`src/rtl/tdr_pkg.sv`:
```
package tdr_pkg;

    localparam logic [7:0] OFS_CTRL = 8'h14;
    localparam logic [7:0] OFS_BASE = 8'h20;

    localparam int CTRL_KICK_BIT = 31;
    localparam int CTRL_EN_BIT   = 30;
    localparam int CTRL_SF_BIT   = 1;

    localparam int DESC_OWN_BIT  = 31;
    localparam int DESC_EOF_BIT  = 30;

    localparam int WORD_BYTES    = 4;

    typedef enum logic [3:0] {
        S_IDLE,
        S_STAT,
        S_CTRL,
        S_BUFA,
        S_NEXT,
        S_WORD,
        S_PUSH,
        S_DRAIN,
        S_WB
    } fetch_st_e;

    typedef struct packed {
        logic en;
        logic sf;
    } cfg_t;

endpackage

```
`src/rtl/tdr_regs.sv`:
```
module tdr_regs
    import tdr_pkg::*;
(
    input  logic        clk,
    input  logic        rst_n,
    input  logic        wr,
    input  logic [7:0]  addr,
    input  logic [31:0] wdata,
    output logic        enable,
    output logic        sf_mode,
    output logic        kick,
    output logic        base_load,
    output logic [31:0] base_val
);
    cfg_t cfg_d, cfg_q;
    logic ctrl_hit;

    assign ctrl_hit = wr && (addr == OFS_CTRL);

    always_comb begin
        cfg_d = cfg_q;
        if (ctrl_hit) begin
            cfg_d.en = wdata[CTRL_EN_BIT];
            cfg_d.sf = wdata[CTRL_SF_BIT];
        end
    end

    always_ff @(posedge clk or negedge rst_n) begin
        if (!rst_n) cfg_q <= '0;
        else        cfg_q <= cfg_d;
    end

    assign enable    = cfg_q.en;
    assign sf_mode   = cfg_q.sf;
    assign kick      = ctrl_hit && wdata[CTRL_KICK_BIT] && wdata[CTRL_EN_BIT];
    assign base_load = wr && (addr == OFS_BASE);
    assign base_val  = wdata;
endmodule

```
`src/rtl/tdr_fifo.sv`:
```
module tdr_fifo #(
    parameter int DEPTH  = 16,
    parameter int AW     = $clog2(DEPTH),
    parameter int FREE_W = AW + 1
) (
    input  logic              clk,
    input  logic              rst_n,
    input  logic              push,
    input  logic [7:0]        push_byte,
    input  logic              push_last,
    input  logic              sf_mode,
    input  logic              out_ready,
    output logic              out_valid,
    output logic [7:0]        out_data,
    output logic              out_last,
    output logic [FREE_W-1:0] free,
    output logic              empty
);
    typedef struct packed {
        logic [AW-1:0]     wp;
        logic [AW-1:0]     rp;
        logic [FREE_W-1:0] cnt;
        logic [FREE_W-1:0] frames;
    } fifo_regs_t;

    fifo_regs_t q, d;
    logic [8:0] store [DEPTH];
    logic pop, gate, head_last;

    assign empty     = (q.cnt == '0);
    assign free      = FREE_W'(DEPTH) - q.cnt;
    assign head_last = store[q.rp][8];
    // Whole-frame mode opens the gate when a frame end is held or no full word fits.
    assign gate      = !sf_mode || (q.frames != '0) || (free < FREE_W'(4));
    assign out_valid = !empty && gate;
    assign out_data  = store[q.rp][7:0];
    assign out_last  = head_last;
    assign pop       = out_valid && out_ready;

    always_comb begin
        d = q;
        if (push) d.wp = q.wp + AW'(1);
        if (pop)  d.rp = q.rp + AW'(1);
        d.cnt    = q.cnt + FREE_W'(push) - FREE_W'(pop);
        d.frames = q.frames + FREE_W'(push && push_last) - FREE_W'(pop && head_last);
    end

    always_ff @(posedge clk or negedge rst_n) begin
        if (!rst_n) q <= '0;
        else        q <= d;
    end

    always_ff @(posedge clk) begin
        if (push) store[q.wp] <= {push_last, push_byte};
    end
endmodule

```
`src/rtl/tdr_fetch.sv`:
```
module tdr_fetch
    import tdr_pkg::*;
#(
    parameter int LEN_W  = 14,
    parameter int FREE_W = 5
) (
    input  logic              clk,
    input  logic              rst_n,
    input  logic              enable,
    input  logic              kick,
    input  logic              base_load,
    input  logic [31:0]       base_val,
    output logic              mem_req,
    output logic              mem_we,
    output logic [31:0]       mem_addr,
    output logic [31:0]       mem_wdata,
    input  logic              mem_ready,
    input  logic [31:0]       mem_rdata,
    output logic              fifo_push,
    output logic [7:0]        fifo_byte,
    output logic              fifo_last,
    input  logic [FREE_W-1:0] fifo_free,
    input  logic              fifo_empty,
    output logic              idle
);
    typedef struct packed {
        fetch_st_e        st;
        logic             pend;
        logic [31:0]      ptr;
        logic [31:0]      stat;
        logic             eof;
        logic [LEN_W-1:0] rem;
        logic [31:0]      bufp;
        logic [31:0]      nxt;
        logic [31:0]      word;
        logic [1:0]       idx;
    } fetch_regs_t;

    fetch_regs_t q, d;
    logic last_byte;

    assign last_byte = (q.rem == LEN_W'(1));
    assign idle      = (q.st == S_IDLE);

    always_comb begin
        d         = q;
        mem_req   = 1'b0;
        mem_we    = 1'b0;
        mem_addr  = q.ptr;
        mem_wdata = '0;
        fifo_push = 1'b0;
        fifo_byte = q.word[{q.idx, 3'b000} +: 8];
        fifo_last = 1'b0;
        if (kick) d.pend = 1'b1;

        case (q.st)
            S_IDLE: begin
                if (q.pend && enable) begin
                    d.pend = kick;
                    d.st   = S_STAT;
                end
            end
            S_STAT: begin
                mem_req = 1'b1;
                if (mem_ready) begin
                    d.stat = mem_rdata;
                    d.st   = mem_rdata[DESC_OWN_BIT] ? S_CTRL : S_IDLE;
                end
            end
            S_CTRL: begin
                mem_req  = 1'b1;
                mem_addr = q.ptr + 32'd4;
                if (mem_ready) begin
                    d.rem = mem_rdata[LEN_W-1:0];
                    d.eof = mem_rdata[DESC_EOF_BIT];
                    d.st  = S_BUFA;
                end
            end
            S_BUFA: begin
                mem_req  = 1'b1;
                mem_addr = q.ptr + 32'd8;
                if (mem_ready) begin
                    d.bufp = {mem_rdata[31:2], 2'b00};
                    d.st   = S_NEXT;
                end
            end
            S_NEXT: begin
                mem_req  = 1'b1;
                mem_addr = q.ptr + 32'd12;
                if (mem_ready) begin
                    d.nxt = mem_rdata;
                    if (q.rem != '0) d.st = S_WORD;
                    else             d.st = q.eof ? S_DRAIN : S_WB;
                end
            end
            S_WORD: begin
                if (fifo_free >= FREE_W'(WORD_BYTES)) begin
                    mem_req  = 1'b1;
                    mem_addr = q.bufp;
                    if (mem_ready) begin
                        d.word = mem_rdata;
                        d.idx  = '0;
                        d.bufp = q.bufp + 32'd4;
                        d.st   = S_PUSH;
                    end
                end
            end
            S_PUSH: begin
                fifo_push = 1'b1;
                fifo_last = q.eof && last_byte;
                d.rem     = q.rem - LEN_W'(1);
                d.idx     = q.idx + 2'd1;
                if (last_byte)          d.st = q.eof ? S_DRAIN : S_WB;
                else if (q.idx == 2'd3) d.st = S_WORD;
            end
            S_DRAIN: begin
                if (fifo_empty) d.st = S_WB;
            end
            S_WB: begin
                mem_req   = 1'b1;
                mem_we    = 1'b1;
                mem_wdata = q.stat & ~(32'd1 << DESC_OWN_BIT);
                if (mem_ready) begin
                    d.ptr = q.nxt;
                    d.st  = enable ? S_STAT : S_IDLE;
                end
            end
            default: d.st = S_IDLE;
        endcase

        if (base_load) d.ptr = base_val;
    end

    always_ff @(posedge clk or negedge rst_n) begin
        if (!rst_n) q <= '{st: S_IDLE, default: '0};
        else        q <= d;
    end
endmodule

```
`src/rtl/tdr_dma_reader.sv`:
```
module tdr_dma_reader
    import tdr_pkg::*;
#(
    parameter int FIFO_DEPTH = 16,
    parameter int LEN_W      = 14
) (
    input  logic        clk,
    input  logic        rst_n,
    input  logic        reg_wr,
    input  logic [7:0]  reg_addr,
    input  logic [31:0] reg_wdata,
    output logic        mem_req,
    output logic        mem_we,
    output logic [31:0] mem_addr,
    output logic [31:0] mem_wdata,
    input  logic        mem_ready,
    input  logic [31:0] mem_rdata,
    output logic        tx_valid,
    output logic [7:0]  tx_data,
    output logic        tx_last,
    input  logic        tx_ready
);
    localparam int FIFO_AW = $clog2(FIFO_DEPTH);
    localparam int FREE_W  = FIFO_AW + 1;

    logic              cfg_en, cfg_sf, kick, base_load;
    logic [31:0]       base_val;
    logic              push, push_last;
    logic [7:0]        push_byte;
    logic [FREE_W-1:0] fifo_free;
    logic              fifo_empty, eng_idle;

    tdr_regs u_regs (
        .clk       (clk),
        .rst_n     (rst_n),
        .wr        (reg_wr),
        .addr      (reg_addr),
        .wdata     (reg_wdata),
        .enable    (cfg_en),
        .sf_mode   (cfg_sf),
        .kick      (kick),
        .base_load (base_load),
        .base_val  (base_val)
    );

    tdr_fetch #(.LEN_W(LEN_W), .FREE_W(FREE_W)) u_fetch (
        .clk        (clk),
        .rst_n      (rst_n),
        .enable     (cfg_en),
        .kick       (kick),
        .base_load  (base_load),
        .base_val   (base_val),
        .mem_req    (mem_req),
        .mem_we     (mem_we),
        .mem_addr   (mem_addr),
        .mem_wdata  (mem_wdata),
        .mem_ready  (mem_ready),
        .mem_rdata  (mem_rdata),
        .fifo_push  (push),
        .fifo_byte  (push_byte),
        .fifo_last  (push_last),
        .fifo_free  (fifo_free),
        .fifo_empty (fifo_empty),
        .idle       (eng_idle)
    );

    tdr_fifo #(.DEPTH(FIFO_DEPTH), .AW(FIFO_AW), .FREE_W(FREE_W)) u_fifo (
        .clk       (clk),
        .rst_n     (rst_n),
        .push      (push),
        .push_byte (push_byte),
        .push_last (push_last),
        .sf_mode   (cfg_sf),
        .out_ready (tx_ready),
        .out_valid (tx_valid),
        .out_data  (tx_data),
        .out_last  (tx_last),
        .free      (fifo_free),
        .empty     (fifo_empty)
    );
endmodule

```
`config.mk`:
```
export PLATFORM = sky130hd
export DESIGN_NAME = tdr_dma_reader
export DESIGN_NICKNAME = d
export VERILOG_FILES = /design/src/rtl/tdr_pkg.sv /design/src/rtl/tdr_regs.sv /design/src/rtl/tdr_fifo.sv /design/src/rtl/tdr_fetch.sv /design/src/rtl/tdr_dma_reader.sv
export SDC_FILE = /design/constraint.sdc
export NUM_CORES = 1
export LEC_CHECK = 0
export ABC_AREA = 1
export BUFFER_PORTS_ARGS = -buffer_cell sky130_fd_sc_hd__buf_2
export CORE_UTILIZATION = 45
export CTS_CLUSTER_DIAMETER = 80
export DETAILED_ROUTE_END_ITERATION = 16
export PLACE_DENSITY = 0.7
export SLEW_MARGIN = 40
export SYNTH_ARGS = -nofsm -noshare
export SYNTH_HDL_FRONTEND = slang
export SYNTH_SLANG_ARGS = --single-unit
```
`constraint.sdc`:
```
create_clock -name clk -period 4 [get_ports clk]
set_clock_uncertainty 0.15 [all_clocks]
set_input_delay 1 -clock clk [delete_from_list [all_inputs] [get_ports clk]]
set_output_delay 1 -clock clk [all_outputs]
set_load 0.01 [all_outputs]
```
==> summary by stage, run 1 <==
STA
The max-slew violation count is 0. The post-route clock period utilization is 96.2%. The final hold violation count is 0. The worst-case headroom to the max-slew limit is 42.9%. Summed over all failing endpoints, the final setup total negative slack is 0 ns.

For the pin with the worst max-slew slack, the measured transition is 0.853 ns. Setup repair after global routing could not meet its margin everywhere. Setup violations remaining at the end of the flow were counted as 0. The clock period minus worst slack is 3.85 ns. Based on the critical path, the design can be clocked at up to 260 MHz.

After layout, the worst setup slack is 0.150 ns.

Pwr
The worst-case IR drop observed on VDD is 0.336 mV. The leakage power figure is 9.27 nW. The power density of the placed cells is 754 mW/mm^2.

Synth
The area share of the leading cell type in the synthesized netlist is 27.6%. The cell type with the highest aggregate area in the netlist is dfrtp_1. The average instance area after synthesis is 7.97 sq um. The number of synthesized flops with an enable pin is 144. The distinct cell type count of the synthesized netlist is 35. For this run, the number of Yosys warnings is 0.

After synthesis, the share of flip-flops with an asynchronous set or reset is 58.0%. Counting instances in the post-synthesis netlist gives the leading cell types as 594 x nand2_1, 296 x nor2_1, 249 x o21ai_0, 222 x inv_1, 199 x dfrtp_1. The most common cell in the synthesized netlist is nand2_1. For this run, the leading register cell type out of synthesis is dfrtp_1. Synthesis handed over a netlist of 2266 instances.

The register bit total from synthesis is 343. The sequential element share of the synthesized area is 51.5%. After synthesis, the cell types taking the most area are dfrtp_1 28%, edfxtp_1 24%, nand2_1 12%, o21ai_0 6.9%, nor2_1 6.2%. The number of nets handed over by synthesis was 2372.

The post-synth design cell area is 0.0181 sq mm.

Routing
The first-pass iteration count of the detailed router is 8. The violation count after the first detailed-route iteration is 1560. After detailed routing, the number of remaining DRC violations is 0. The post-detailed-route via-to-cell ratio is 5.60. The detail-routed net length per standard cell is 20.3 microns.

The overall via count from detail_route is 16600. The final layout contains routed wiring with a total length of 59.9 mm. In this run the remaining antenna-violating nets after routing total 0.

Worst setup path
The worst setup path is captured at an output port. STA puts the critical path data required time at 2.85 ns. The critical path class is reg -> out. The setup slack on the worst flop-to-flop path is 0.37 ns. The largest fanout of any net on the critical path is 16.

The worst register-to-register path ends at u_fifo.q[9]. The arrival time at the worst endpoint is 2.70 ns. For the worst flop-to-flop path, the logic depth is 19.

The worst setup path is launched from a flip-flop. The startpoint of the most critical register-to-register path is u_fifo.q[8].

Die
The number of placement rows is 73. The die area is 0.0409 sq mm. The core area is 0.0396 sq mm. The number of top-level pins is 153. The die span in x is 202 microns.

The chip height is 202 microns. The initial utilization of the core area, before any placement, comes to 45.6%.

Place
The number of buffers added on ports is 151. Including well taps, the total number of placed cells is 2883. At the end of routability-driven placement, the weighted congestion stood at 0.992. The estimated wirelength of the detail-placed design is 43.6 mm. The worst setup slack after placement is 0.249 ns.

Flow run
The tool flagged a number of max-cap violations equal to 0.

GRT
The maximum number of pins on one net before global-route repair is 86. The initial antenna violation count is 2. Across every metal layer, demand over resource in global routing totals 29.7%. The leftover overflow at the end of global routing is 0. The global-route wire length before repair is 93.2 mm.

The via count of the first global-routing pass is 16000.

Clock network
The H-tree was split into 2 levels. TritonCTS built the clock tree. Clock-pin slew was measured on the worst setup and hold paths at 0.06 ns. The number of hold buffers added after CTS was 0. The tree built by TritonCTS fans out to 343 sinks. The clock passes through at most 3 buffers. The clock tree root driver cell is clkbuf_16. The number of buffers inserted during clock tree synthesis is 38. The clock latency at the later pin of the worst-skew pair is 0.56 ns.

Finish
The final layout contains 2508 nets. Once layout is complete, the utilization of the core stands at 52.7%. The proportion of layout cells with a drive suffix above 1 is 13.4%. The area growth from synthesis to layout is 15.7%.

The repair_antennas step left the layout with diodes totalling 0. The finished layout holds 2957 standard cells, fillers aside.

Status
The flow ran to the end, and the final reports show no timing, DRC or antenna violations.

Min path
The tightest min-delay check is of the in -> async type.
-- what timing repair did --
action / in CTS / in global routing
pin swaps: 0 / 5
setup endpoints to repair: 30 / 25
resized for setup: 13 / 31
hold endpoints to repair: 0 / 0
buffers inserted: 1 / 3
-- report_power, final --
group	switching (mW)	internal (mW)
registers	1.03	4.97
logic	4.19	1.95
clock network	1.48	2.13
-- worst max path at each step --
stage / from / end / slack (ns) / cells past startpoint
finish: u_fifo.q[7] / mem_addr[27] / 0.15 / 13
global route: u_fifo.q[7] / mem_addr[23] / -0.03 / 14
CTS: u_fetch.q[181] / mem_addr[28] / 0.02 / 14
detailed placement: u_fifo.q[7] / mem_addr[2] / 0.25 / 11
global placement: u_fifo.q[7] / mem_addr[15] / 0.21 / 13
floorplan: u_fifo.q[7] / u_fifo.q[9] / 0.85 / 19
-- worst max-delay path: stages (launching register included) --
cell	delay, ns
dfrtp_1	0.41
inv_2	0.09
ha_1	0.21
inv_1	0.06
nor2_1	0.04
ha_1	0.28
nand2_1	0.06
nor2_2	0.16
nand2_2	0.19
nand2_8	0.20
nor2_1	0.07
a21oi_1	0.12
nand2_1	0.10
buf_2	0.15
-- state kept, by name, indices dropped and copies added (netlist names) --
register,cells
u_fifo.q,18
u_fetch.q,179
u_regs.sf_mode,1
u_fifo.store,144
u_regs.enable,1
-- metal layers --
metal  vias up  wire (microns)  GRT usage [%]
met1      7944           26000           41.7
li1       7759               -              -
met4         4            2180           11.2
met2       719           26900           45.7
met3       134            4800           5.45
met5         -              26              0
-- placed cells by master, fill, tap and decap left out, types with 25 or more instances in the layout --
master / synthesis / layout
nand4_1: 28 / 28
nand3_1: 181 / 180
nand2_1: 594 / 585
o21ai_1: 66 / 68
edfxtp_1: 144 / 144
ha_1: 26 / 25
o211ai_1: 43 / 43
inv_1: 222 / 221
nor2_1: 296 / 272
clkbuf_16: 0 / 39
buf_2: 29 / 150
o21ai_0: 249 / 247
nor2_2: 9 / 28
buf_4: 5 / 33
dfrtp_1: 199 / 192
-- layout make-up --
class                   instances  area (sq um)
repair buffers                189          1090
clock inverters                18           223
inverters                     234           878
flip-flops and latches        343          9310
clock buffers                  52          1050
multi-input cells            1596          7680
well taps                     525           657
fillers                      3697         18700
-- through the flow --
step	power (mW)	area, sq um	hold slack (ns)
3_3_place_gp	11.8	19400	0.317
5_1_grt	16.8	20900	0.353
4_1_cts	15.6	20700	0.332
6_report	15.8	20900	0.306
2_1_floorplan	9.52	18100	0.299
3_5_place_dp	11.9	19400	0.318
-- logic make-up after synthesis --
group / after synthesis / synth area share [%]
fa+ha+maj: 29 / 2.13
xor+xnor: 17 / 0.824
flops: 343 / 51.5
buf+inv: 327 / 7.10
simple gates: 1133 / 25.8
compound gates: 416 / 12.6
other cells: 1 / 0.0208
Power figures use the tool's default switching activity.
==> run 2: changes to the inputs <==
--- a/config.mk
+++ b/config.mk
@@ -7,10 +7,10 @@
 export LEC_CHECK = 0
 export ABC_AREA = 1
 export BUFFER_PORTS_ARGS = -buffer_cell sky130_fd_sc_hd__buf_2
-export CORE_UTILIZATION = 45
+export CORE_UTILIZATION = 55
 export CTS_CLUSTER_DIAMETER = 80
 export DETAILED_ROUTE_END_ITERATION = 16
-export PLACE_DENSITY = 0.7
+export PLACE_DENSITY = 0.81
 export SLEW_MARGIN = 40
 export SYNTH_ARGS = -nofsm -noshare
 export SYNTH_HDL_FRONTEND = slang
==> run 2 against run 1 <==
Net effect:
- core utilization is 12 points higher
- via count is 1.5% higher
- cell area is 0.35% lower
- hold slack got worse by 0.014 ns
- critical endpoint is now mem_addr[28]
- power increased by 0.10%
==> summary by stage, run 2 (synthesized netlist as in run 1, its figures left out) <==
Finish
The number of flip-flops under the largest register name is 179. The final design area excluding fillers is 0.0208 sq mm. The area growth from synthesis to layout is 15.3%. The number of antenna diodes in the final layout is 0. The proportion of layout cells with a drive suffix above 1 is 13.2%. The most common cell after layout, fill and taps aside is nand2_1. The register name with the most flops is u_fetch.q. In the final layout, the registers with the most flip-flops are u_fetch.q: 179 flops, u_fifo.store: 144 flops, u_fifo.q: 18 flops.

In the layout the commonest cells are 588 x nand2_1, 277 x nor2_1, 247 x o21ai_0, 221 x inv_1, 195 x dfrtp_1. In the final design database the tool counted 2520 nets. The non-filler instance count after layout is 2877.

Die
The floorplan step defined a core boundary enclosing 0.0320 sq mm. 153 I/O pins were placed. The die span in x is 183 microns. Row generation in the floorplan step produced 65 rows. The initial core utilization is 56.5%. The die is 183 microns tall. The die area is 0.0336 sq mm.

GRT
The via count of the first global-routing pass was 15500. After global routing the overflow that remains totals 0. The global-route track usage on met3 is 6.10%. The total routing usage reported by global routing is 34.6%.

The met1 usage in global routing is 51.7%. The global routing stage identified its most utilized layer as met1. The global-route wire length before repair is 88.1 mm. For met2 alone, demand over resource in global routing was 51.3%. The initial antenna violation count is 1. The maximum number of pins on one net before global-route repair is 86.

Place
The congestion estimate from routability-driven global placement came to 0.973. The number of cells after detailed placement is 2798. The wire-length estimate of the detail-placed layout is 41.5 mm. The placed cell area is 0.0193 sq mm. The number of buffers added on ports is 151. Prior to clock tree synthesis, the placed netlist has a worst setup slack of 0.213 ns.

Routing
In the routed layout, each cell is associated on average with a via count of 5.84. The count of antenna-violating nets left after detailed routing is 0. For this run, design rule violations remaining after detail routing come to 0. The first routing iteration left 1951 violations.

In the final routed layout, each cell accounts on average for 20.1 microns. Before antenna repair, the detailed router went through 6 iterations. Across all layers, the routed design uses 16800 vias. Summed over all layers, the routed wires come to 57.7 mm.

Worst setup path
The most numerous cell on the critical path is nand2_1. The kind of start point of the critical path is a flip-flop. The sort of element at the end of the critical path is an output port.

The endpoint required time on the critical path is 2.85 ns. For the worst flop-to-flop path, the logic depth is 19. Of all nets on the critical path, the largest fanout is 7. Among all stages on the critical path, the largest delay is contributed by dfrtp_2.

The critical path launch point is u_fetch.q[178]. The startpoint of the most critical register-to-register path is u_fifo.q[7]. The critical path class is reg -> out. In this run the critical register-to-register path is captured at u_fifo.q[9]. The largest incremental delay on the critical path is 0.45 ns.

Following the worst setup path forward leads to its endpoint at mem_addr[28]. The arrival time at the worst endpoint is 2.74 ns. In this run the register-to-register setup slack is 0.40 ns. Traced cell by cell, the critical path runs through inv_2, nand2_1, nor2_4, fa_2, nand2_1, nor2_4, nand2_4, nor2_1, nand2_1, o21ai_1, nand2_1, nand2_1, inv_1, nand2_1, buf_2.

STA
The final hold violation count is 0. The minimum setup slack in the final design is 0.114 ns. Headroom to the max-slew limit came out at 40.5%. The clock period minus worst slack is 3.89 ns. Final hold analysis gives a worst-case slack of 0.292 ns.

The timing-limited maximum frequency is 257 MHz. At the pin with the least slew margin, the transition time is 0.889 ns. In the finished design, the share of the clock period the worst path needs comes to 97.1%. Setup repair after global routing could not meet its margin everywhere. The count of final setup violators is 0. The max-slew violation count was 0. Summed over all failing endpoints, the final setup total negative slack is 0 ns.

Status
The flow ran to the end, and the final reports show no timing, DRC or antenna violations.

Clock network
The clock sink total is 343. The maximum level of the CTS H-tree is 2. After clock tree synthesis, the clock-pin slew on the worst setup and hold paths is 0.06 ns. TritonCTS built the clock tree.

The clock latency at the later pin of the worst-skew pair is 0.55 ns. CTS placed an instance of clkbuf_16 at the clock tree root. Counting the buffers created by CTS gives 38. The clock passes through at most 3 buffers. The number of buffers added to fix hold violations after cts is 0.

Pwr
In this run the power density over the cells is 758 mW/mm^2. The leakage power figure is 9.32 nW. IR analysis of the VDD net gives a maximum drop of 0.378 mV.

Flow run
The tool flagged a number of max-cap violations equal to 0.

Min path
The path class of the tightest hold or removal check is in -> async.
[run 2: cell types whose count changed in the layout (fill, tap and decap cells not counted), sizes merged]
cell / change
inv: -2
nand2: +1
clkinv: +1
buf: +11
clkinvlp: -1
clkbuf: +2
bufinv: -2
[run 2: worst min path at each step]
stage,from,endpoint,slack [ns],cells past startpoint
after detailed placement,u_fetch.q[48],u_fetch.q[48],0.32,2
after floorplan,u_fetch.q[146],u_fetch.q[146],0.30,2
after global placement,u_fetch.q[15],u_fetch.q[15],0.32,2
after global routing,rst_n,u_fetch.q[79],0.35,1
final,rst_n,u_fetch.q[79],0.29,1
after CTS,rst_n,u_fetch.q[79],0.32,1
[run 2: worst max-delay path, delay by kind of cell, from the launching register on]
kind	cells	cell delay, ns
buf+inv	3	0.25
simple gates	10	1.09
fa+ha+maj	1	0.28
compound gates	1	0.13
flops	1	0.45
[run 2: metrics by stage]
step                      utilization, %  total power, mW
after floorplan                        -             9.52
after global placement              60.3             11.7
after detailed placement            60.4             11.9
after CTS                           64.7             15.5
after global routing                65.2             16.7
final                               65.2             15.8
[run 2: report_power, final]
group | switching, mW | total, mW | internal [mW]
clock | 1.44 | 3.56 | 2.12
combinational | 4.24 | 6.25 | 2.01
sequential | 0.997 | 5.97 | 4.97
total | 6.68 | 15.8 | 9.10
[run 2: cell type report]
cell class	count	area (sq um)
Clock buffer	54	1130
Clock inverter	14	150
Fill cell	2675	11100
Inverter	234	878
Multi-Input combinational cell	1597	7630
Sequential cell	343	9310
Tap cell	435	544
Timing Repair Buffer	200	1180
[run 2: per-layer routing]
| metal | vias to the layer above | routed length (microns) | part of all wire [%] |
|---|---|---|---|
| met5 | - | 0 | 0 |
| met4 | 0 | 1870 | 3.2 |
| met3 | 116 | 6290 | 11 |
| met2 | 944 | 24800 | 43 |
| met1 | 7963 | 24700 | 43 |
| li1 | 7786 | - | - |
[run 2: repair_timing]
action	in CTS	in global routing
cloned	0	1
resized for setup	7	23
endpoints found under the setup margin	29	28
buffers inserted	4	5
pin swaps	2	7
